**src/rtl/asram_pkg.sv**
```systemverilog
package asram_pkg;

  typedef enum logic [2:0] {
    S_IDLE,
    S_READ,
    S_GAP,
    S_WPUL,
    S_WREC,
    S_DONE
  } ctl_state_t;

  // strobes from control to datapath
  typedef struct packed {
    logic sel;       // chip selected
    logic wrPulse;   // write enable active
    logic rdOut;     // output enable active
    logic laneGate;  // lane strobes follow the latched mask
    logic drive;     // controller drives the data bus
    logic load;      // latch the host request
    logic capture;   // sample the RAM bus into rdData
    logic done;      // completion pulse
  } strobe_t;

  function automatic int nsToCycles(input int ns, input int clkNs);
    int c;
    c = (ns + clkNs - 1) / clkNs;
    return (c < 1) ? 1 : c;
  endfunction

  function automatic int maxInt(input int a, input int b);
    return (a > b) ? a : b;
  endfunction

endpackage

```
**src/rtl/asram_ctl.sv**
```systemverilog
module asram_ctl
  import asram_pkg::*;
#(
  parameter int RD_CYC  = 14,
  parameter int OE_CYC  = 7,
  parameter int WP_CYC  = 7,
  parameter int REC_CYC = 7,
  parameter int GAP_CYC = 6
) (
  input  logic    clk,
  input  logic    rst,
  input  logic    hostValid,
  input  logic    hostWrite,
  input  logic    maskZero,
  output logic    hostReady,
  output strobe_t strb
);

  localparam int MAX_CYC  = maxInt(maxInt(RD_CYC, WP_CYC), maxInt(REC_CYC, GAP_CYC));
  localparam int CNT_W    = $clog2(MAX_CYC + 1);
  localparam int OE_START = (RD_CYC > OE_CYC) ? RD_CYC - OE_CYC : 0;
  localparam int REC_LAST = (REC_CYC > 0) ? REC_CYC - 1 : 0;

  ctl_state_t       state, nState;
  logic [CNT_W-1:0] cnt, nCnt;
  logic             prevRead;
  logic             accept, capture;
  logic             selReg, wrReg, rdReg, laneReg, drvReg;
  logic             nSel, nWr, nRd;

  always_comb begin
    nState  = state;
    nCnt    = cnt;
    accept  = 1'b0;
    capture = 1'b0;
    unique case (state)
      S_IDLE: if (hostValid) begin
        accept = 1'b1;
        nCnt   = '0;
        if (maskZero)      nState = S_DONE;
        else if (!hostWrite) nState = S_READ;
        else if (prevRead) nState = S_GAP;
        else               nState = S_WPUL;
      end
      S_READ: if (cnt == CNT_W'(RD_CYC - 1)) begin
        capture = 1'b1;
        nState  = S_DONE;
      end else nCnt = cnt + 1'b1;
      S_GAP: if (cnt == CNT_W'(GAP_CYC - 1)) begin
        nState = S_WPUL;
        nCnt   = '0;
      end else nCnt = cnt + 1'b1;
      S_WPUL: if (cnt == CNT_W'(WP_CYC - 1)) begin
        nState = (REC_CYC > 0) ? S_WREC : S_DONE;
        nCnt   = '0;
      end else nCnt = cnt + 1'b1;
      S_WREC: if (cnt == CNT_W'(REC_LAST)) nState = S_DONE;
              else nCnt = cnt + 1'b1;
      S_DONE: nState = S_IDLE;
      default: nState = S_IDLE;
    endcase
  end

  // pin strobes are decoded from the next state so they leave flops
  always_comb begin
    nSel = (nState == S_READ) || (nState == S_WPUL);
    nWr  = (nState == S_WPUL);
    nRd  = (nState == S_READ) && (nCnt >= CNT_W'(OE_START));
  end

  always_ff @(posedge clk) begin
    if (rst) begin
      state    <= S_IDLE;
      cnt      <= '0;
      prevRead <= 1'b0;
      selReg   <= 1'b0;
      wrReg    <= 1'b0;
      rdReg    <= 1'b0;
      laneReg  <= 1'b0;
      drvReg   <= 1'b0;
    end else begin
      state   <= nState;
      cnt     <= nCnt;
      selReg  <= nSel;
      wrReg   <= nWr;
      rdReg   <= nRd;
      laneReg <= nWr || nRd;
      drvReg  <= nWr;
      if (capture)               prevRead <= 1'b1;
      else if (nState == S_WPUL) prevRead <= 1'b0;
    end
  end

  assign hostReady = (state == S_IDLE);

  always_comb begin
    strb.sel      = selReg;
    strb.wrPulse  = wrReg;
    strb.rdOut    = rdReg;
    strb.laneGate = laneReg;
    strb.drive    = drvReg;
    strb.load     = accept;
    strb.capture  = capture;
    strb.done     = (state == S_DONE);
  end

  // an empty request finishes next cycle and selects nothing
  assert_empty_mask_R9: assert property (@(posedge clk) disable iff (rst)
    (hostValid && hostReady && maskZero) |=> (strb.done && !strb.sel && !strb.laneGate));

  // done is a single-cycle pulse and the host is held off during it
  assert_done_single_R4: assert property (@(posedge clk) disable iff (rst)
    strb.done |=> !strb.done);
  assert_done_not_ready_R4: assert property (@(posedge clk) disable iff (rst)
    strb.done |-> !hostReady);

endmodule

```
**src/rtl/asram_dp.sv**
```systemverilog
module asram_dp
  import asram_pkg::*;
#(
  parameter int ADDR_W = 19,
  parameter int DATA_W = 16
) (
  input  logic                   clk,
  input  logic                   rst,
  input  strobe_t                strb,
  input  logic [ADDR_W-1:0]      hostAddr,
  input  logic [DATA_W-1:0]      hostWdata,
  input  logic [DATA_W/8-1:0]    hostMask,
  output logic [DATA_W-1:0]      rdData,
  output logic                   ce1N,
  output logic                   ce2,
  output logic                   weN,
  output logic                   oeN,
  output logic [DATA_W/8-1:0]    laneN,
  output logic [ADDR_W-1:0]      memAddr,
  output logic [DATA_W-1:0]      memDout,
  output logic                   memDoutEn,
  input  logic [DATA_W-1:0]      memDin
);

  localparam int LANES = DATA_W / 8;

  logic [ADDR_W-1:0] addrReg;
  logic [DATA_W-1:0] wdReg;
  logic [LANES-1:0]  maskReg;
  logic [DATA_W-1:0] laneBits;

  generate
    for (genvar g = 0; g < LANES; g++) begin : gLane
      assign laneBits[g*8 +: 8] = {8{maskReg[g]}};
    end
  endgenerate

  always_ff @(posedge clk) begin
    if (rst) begin
      addrReg <= '0;
      wdReg   <= '0;
      maskReg <= '0;
      rdData  <= '0;
    end else begin
      if (strb.load) begin
        addrReg <= hostAddr;
        wdReg   <= hostWdata;
        maskReg <= hostMask;
      end
      if (strb.capture) rdData <= memDin & laneBits;
    end
  end

  assign ce1N      = ~strb.sel;
  assign ce2       = strb.sel;
  assign weN       = ~strb.wrPulse;
  assign oeN       = ~strb.rdOut;
  assign laneN     = strb.laneGate ? ~maskReg : '1;
  assign memAddr   = addrReg;
  assign memDout   = wdReg;
  assign memDoutEn = strb.drive;

  // address stays put across any stretch of write enable low
  assert_addr_hold_R7: assert property (@(posedge clk) disable iff (rst)
    (!weN && $past(!weN)) |-> $stable(memAddr));

  // bus drive only inside a selected write pulse
  assert_drive_in_pulse_R6: assert property (@(posedge clk) disable iff (rst)
    memDoutEn |-> (!weN && !ce1N && ce2 && oeN));

  // output enable only with the chip selected and write enable high
  assert_read_select_R2: assert property (@(posedge clk) disable iff (rst)
    !oeN |-> (weN && !ce1N && ce2));

endmodule

```
**src/rtl/asram_lane_ctrl.sv**
```systemverilog
module asram_lane_ctrl
  import asram_pkg::*;
#(
  parameter int ADDR_W     = 19,
  parameter int DATA_W     = 16,
  parameter int CLK_NS     = 5,
  parameter int T_ACC_NS   = 70,
  parameter int T_OE_NS    = 35,
  parameter int T_WP_NS    = 35,
  parameter int T_DW_NS    = 30,
  parameter int T_WC_NS    = 70,
  parameter int T_FLOAT_NS = 30
) (
  input  logic              clk,
  input  logic              rst,
  input  logic              hostValid,
  output logic              hostReady,
  input  logic              hostWrite,
  input  logic [ADDR_W-1:0] hostAddr,
  input  logic [DATA_W-1:0] hostWdata,
  input  logic [1:0]        hostMask,
  output logic [DATA_W-1:0] rdData,
  output logic              rdDone,
  output logic              ce1N,
  output logic              ce2,
  output logic              weN,
  output logic              oeN,
  output logic              lbN,
  output logic              ubN,
  output logic [ADDR_W-1:0] memAddr,
  output logic [DATA_W-1:0] memDout,
  output logic              memDoutEn,
  input  logic [DATA_W-1:0] memDin
);

  localparam int OE_CYC  = nsToCycles(T_OE_NS, CLK_NS);
  localparam int RD_CYC  = maxInt(nsToCycles(T_ACC_NS, CLK_NS), OE_CYC);
  localparam int WP_CYC  = maxInt(nsToCycles(T_WP_NS, CLK_NS), nsToCycles(T_DW_NS, CLK_NS));
  localparam int WC_CYC  = nsToCycles(T_WC_NS, CLK_NS);
  localparam int REC_CYC = (WC_CYC > WP_CYC) ? WC_CYC - WP_CYC : 0;
  localparam int GAP_CYC = nsToCycles(T_FLOAT_NS, CLK_NS);

  strobe_t    strb;
  logic [1:0] laneN;

  asram_ctl #(
    .RD_CYC(RD_CYC), .OE_CYC(OE_CYC), .WP_CYC(WP_CYC),
    .REC_CYC(REC_CYC), .GAP_CYC(GAP_CYC)
  ) uCtl (
    .clk(clk), .rst(rst), .hostValid(hostValid), .hostWrite(hostWrite),
    .maskZero(hostMask == 2'b00), .hostReady(hostReady), .strb(strb)
  );

  asram_dp #(.ADDR_W(ADDR_W), .DATA_W(DATA_W)) uDp (
    .clk(clk), .rst(rst), .strb(strb), .hostAddr(hostAddr),
    .hostWdata(hostWdata), .hostMask(hostMask), .rdData(rdData),
    .ce1N(ce1N), .ce2(ce2), .weN(weN), .oeN(oeN), .laneN(laneN),
    .memAddr(memAddr), .memDout(memDout), .memDoutEn(memDoutEn),
    .memDin(memDin)
  );

  assign lbN    = laneN[0];
  assign ubN    = laneN[1];
  assign rdDone = strb.done;

  // cycles since output enable was last low, saturating at the gap
  localparam int GAP_W = $clog2(GAP_CYC + 1);
  logic [GAP_W-1:0] sinceRd;
  always_ff @(posedge clk) begin
    if (rst)                               sinceRd <= GAP_W'(GAP_CYC);
    else if (!oeN)                         sinceRd <= '0;
    else if (sinceRd < GAP_W'(GAP_CYC))    sinceRd <= sinceRd + 1'b1;
  end

  // the bus is never driven while the RAM may still be releasing it
  assert_float_gap_R8: assert property (@(posedge clk) disable iff (rst)
    memDoutEn |-> (sinceRd >= GAP_W'(GAP_CYC)));

  // lane strobes never open on a read before output enable
  assert_lane_with_oe_R3: assert property (@(posedge clk) disable iff (rst)
    (weN && !(lbN && ubN)) |-> !oeN);

endmodule

```
**config.mk**
```make
export PLATFORM = sky130hd
export DESIGN_NAME = asram_lane_ctrl
export DESIGN_NICKNAME = d
export VERILOG_FILES = /design/src/rtl/asram_pkg.sv /design/src/rtl/asram_ctl.sv /design/src/rtl/asram_dp.sv /design/src/rtl/asram_lane_ctrl.sv
export SDC_FILE = /design/constraint.sdc
export NUM_CORES = 1
export LEC_CHECK = 0
export ABC_AREA = 1
export ABC_CLOCK_PERIOD_IN_PS = 2000
export CAP_MARGIN = 15
export CORE_MARGIN = 2
export CORE_UTILIZATION = 30
export CTS_CLUSTER_SIZE = 25
export DETAILED_ROUTE_END_ITERATION = 8
export MAX_ROUTING_LAYER = met4
export PLACE_DENSITY_LB_ADDON = 0.08
export SLEW_MARGIN = 20
export SYNTH_ARGS = -nofsm -noshare
export SYNTH_HDL_FRONTEND = slang
export SYNTH_SLANG_ARGS = --single-unit
```
**constraint.sdc**
```tcl
create_clock -name clk -period 2 [get_ports clk]
set_input_delay 0.5 -clock clk [delete_from_list [all_inputs] [get_ports clk]]
set_output_delay 0.5 -clock clk [all_outputs]
set_load 0.1 [all_outputs]
```
==> summary.md <==
| Metric | Value |
|---|---|
| Overflow after GRT | `0` |
| Setup repair after global routing missed its margin | `no` |
| Synthesized area per cell | `7.41 sq um` |
| FFs w/ async S/R, synth | `0%` |
| Post-route DRC violation count | `0` |
| R2R setup slack | `250 ps` |
| Fmax | `548 MHz` |
| Power Density | `954 mW/mm^2` |
| Setup bufs post-CTS | `0` |
| Comb power frac | `37.5%` |
| WHS | `466 ps` |
| Int Pwr | `2.36 mW` |
| Commonest non-fill, non-tap cells in the layout | `nor2_1, dfxtp_1, buf_4, clkdlybuf4s50_1, nand2_1` |
| Routed vias | `2796` |
| Worst-skew pair later-pin latency | `340 ps` |
| Post-synthesis register bit count | `65` |
| Sequential Power Share | `36.9%` |
| Ys flop type | `dfxtp_1` |
| Netlist cell types | `29` |
| Antenna cells | `0` |
| HPWL after DPL | `5.53 mm` |
| Status | `completed` |
| Longest Clk Path Bufs | `2` |
| Worst hold path type | `register to register` |
| Layout area overhead | `52.6%` |
| Num CTS Buffers | `9` |
| Die Wd | `100 um` |
| IO Pins | `117` |
| FP Rows | `35` |
| Synth Instances | `374` |
| Share of cells above drive strength 1 | `23.7%` |
| Critical Path AT | `1330 ps` |
| Crit path max-delay family | `flip-flops` |
| Crit-path slowest cell | `dfxtp_1` |
| Die height | `100 um` |
| Final core occ | `46.4%` |
| Worst path bufs/invs | `2` |
| Sequence of cells on the critical path | `inv_2, nor2_2, buf_12` |
| Commonest non-fill, non-tap cell in the layout | `nor2_1` |
| CP Max Fanout | `5` |
| Core area | `0.00911 sq mm` |
| Final #Nets | `552` |
| CTS tree | `done` |
| Initial Util | `30.4%` |
| Clock root buffer | `clkbuf_8` |
| TritonRoute pass-1 iters | `5` |
| Tcrit/Tclk final | `91.3%` |
| Post-route setup slack | `175 ps` |
| Slew Limit Fails | `0` |
| Die Area | `0.0100 sq mm` |
| Htree depth | `3` |
| Number of global-route vias before repair | `2748` |
| Minimum clock period | `1830 ps` |
| Relative slew slack | `68.6%` |
| Worst path required time | `1500 ps` |
| Clock network fraction of design power | `25.6%` |
| Syn Nets | `435` |
| Post-route ant nets | `0` |
| Pin count of the biggest net entering global routing | `38` |
| Initial antenna violation count | `0` |
| Slew @ Worst Pin | `471 ps` |
| # setup viols final | `0` |
| DP Worst Slack | `55.2 ps` |
| Total wire length | `7.87 mm` |
| Port Buffers | `116` |
| Switching power total | `1.67 mW` |
| Leakage power | `1.89 nW` |
| Startpoint Class | `register` |
| CP endpoint kind | `output port` |
| Post-synth EDFFs | `0` |
| Routed len/inst | `13.0 um` |
| Max_cap viols | `0` |
| Max IR drop VDD | `495 uV` |
| Cts-stage hold buffer count | `0` |
| Yosys Warn Count | `0` |
| Switching share of power | `41.5%` |
| Clock sinks | `65` |
| Hold Fails Final Rpt | `0` |
| Clock input transition at the sequential cells of the worst setup and hold paths | `80 ps` |
| Global placer's final weighted congestion | `0.898` |
| Setup_tns | `0 ps` |
| Critical path's largest stage delay | `470 ps` |
| Post-CTS sizing | `0` |
| Via/cell ratio | `4.62` |
| Clock skew | `11.6 ps` |
| Critical path class | `register to output port` |
| First-pass GRT wire length | `13.0 mm` |
| Total GRT Usage | `16.8%` |
| Netlist Area Pre-Place | `0.00277 sq mm` |
| Sequential fraction of the synthesis area | `47.0%` |
| Number of DRC markers in iteration 0 | `111` |
-- cells by family after synthesis --
logic type,Yosys count,synth area share (%)
adders and majority gates,4,1.81
buffers and inverters,47,7.81
and+or+nand+nor,193,31.3
DFF,65,47.0
AOI/OAI and AO/OA,63,11.4
xor gates and xnor gates,2,0.632
-- power groups by stage --
stage / Sequential, mW / Clock (mW) / Combinational [mW]
after floorplan: 2.17 / 0 / 0.413
after global placement: 1.51 / 0 / 1.52
after detailed placement: 1.51 / 0 / 1.52
after CTS: 1.49 / 1.07 / 1.52
after global routing: 1.50 / 1.13 / 1.60
final: 1.49 / 1.03 / 1.51
-- Yosys cell counts, drive strengths merged (3+ instances only) --
library cell	instances	area share (%)
ha	4	1.8
nand4	3	0.90
nand3	31	6.1
inv	26	3.6
a21oi	22	4.0
o21ai	40	7.2
dfxtp	65	47
nor3	3	0.90
clkbuf	10	1.4
buf	11	2.8
nand2	62	9.4
nor2	93	14
-- area by class of cell --
| cell class | count | area (sq um) |
|---|---|---|
| fillers | 925 | 4880 |
| flip-flops and latches | 65 | 1300 |
| multi-input cells | 262 | 1250 |
| repair buffers | 127 | 1240 |
| clock buffers | 12 | 165 |
| well taps | 111 | 139 |
| inverters | 26 | 108 |
| clock inverters | 2 | 13.8 |
-- tightest hold or removal path, stage by stage, from the launching register on --
cell     delay, ps
dfxtp_1        310
nand2_1         60
a21oi_1         50
-- flip-flops by register name, summed over array words and instances (netlist names) --
| signal | count |
|---|---|
| uDp.memAddr | 19 |
| uDp.memDout | 16 |
| uDp.rdData | 16 |
| uCtl.cnt | 4 |
| uCtl.state | 3 |
| uDp.maskReg | 2 |
| uCtl.laneReg | 1 |
| uCtl.prevRead | 1 |
| uCtl.rdReg | 1 |
| uCtl.selReg | 1 |
| uCtl.wrReg | 1 |
-- through the flow --
step	total power [mW]	instance area (sq um)	cells
final	4.03	4230	605
after global routing	4.22	4230	605
after CTS	4.08	4230	605
after detailed placement	3.03	4050	591
after global placement	3.03	4050	591
after floorplan	2.59	2780	374
-- metal layers --
metal,vias up,global-route usage [%],part of all wire [%]
li1,1423,-,-
met5,-,-,0
met4,0,6.95,1.3
met1,1266,21.6,47
met3,10,4.87,7.3
met2,97,24.7,45
-- final timing paths --
kind | startpoint | endpoint | cells past startpoint
worst min-delay path | uDp.rdData[4] | uDp.rdData[4] | 2
worst max register to register | uCtl.cnt[1] | uCtl.laneReg | 14
worst max-delay path | uCtl.state[2] | rdDone | 3
worst min register to register | uDp.rdData[4] | uDp.rdData[4] | 2
Power figures use the tool's default switching activity.
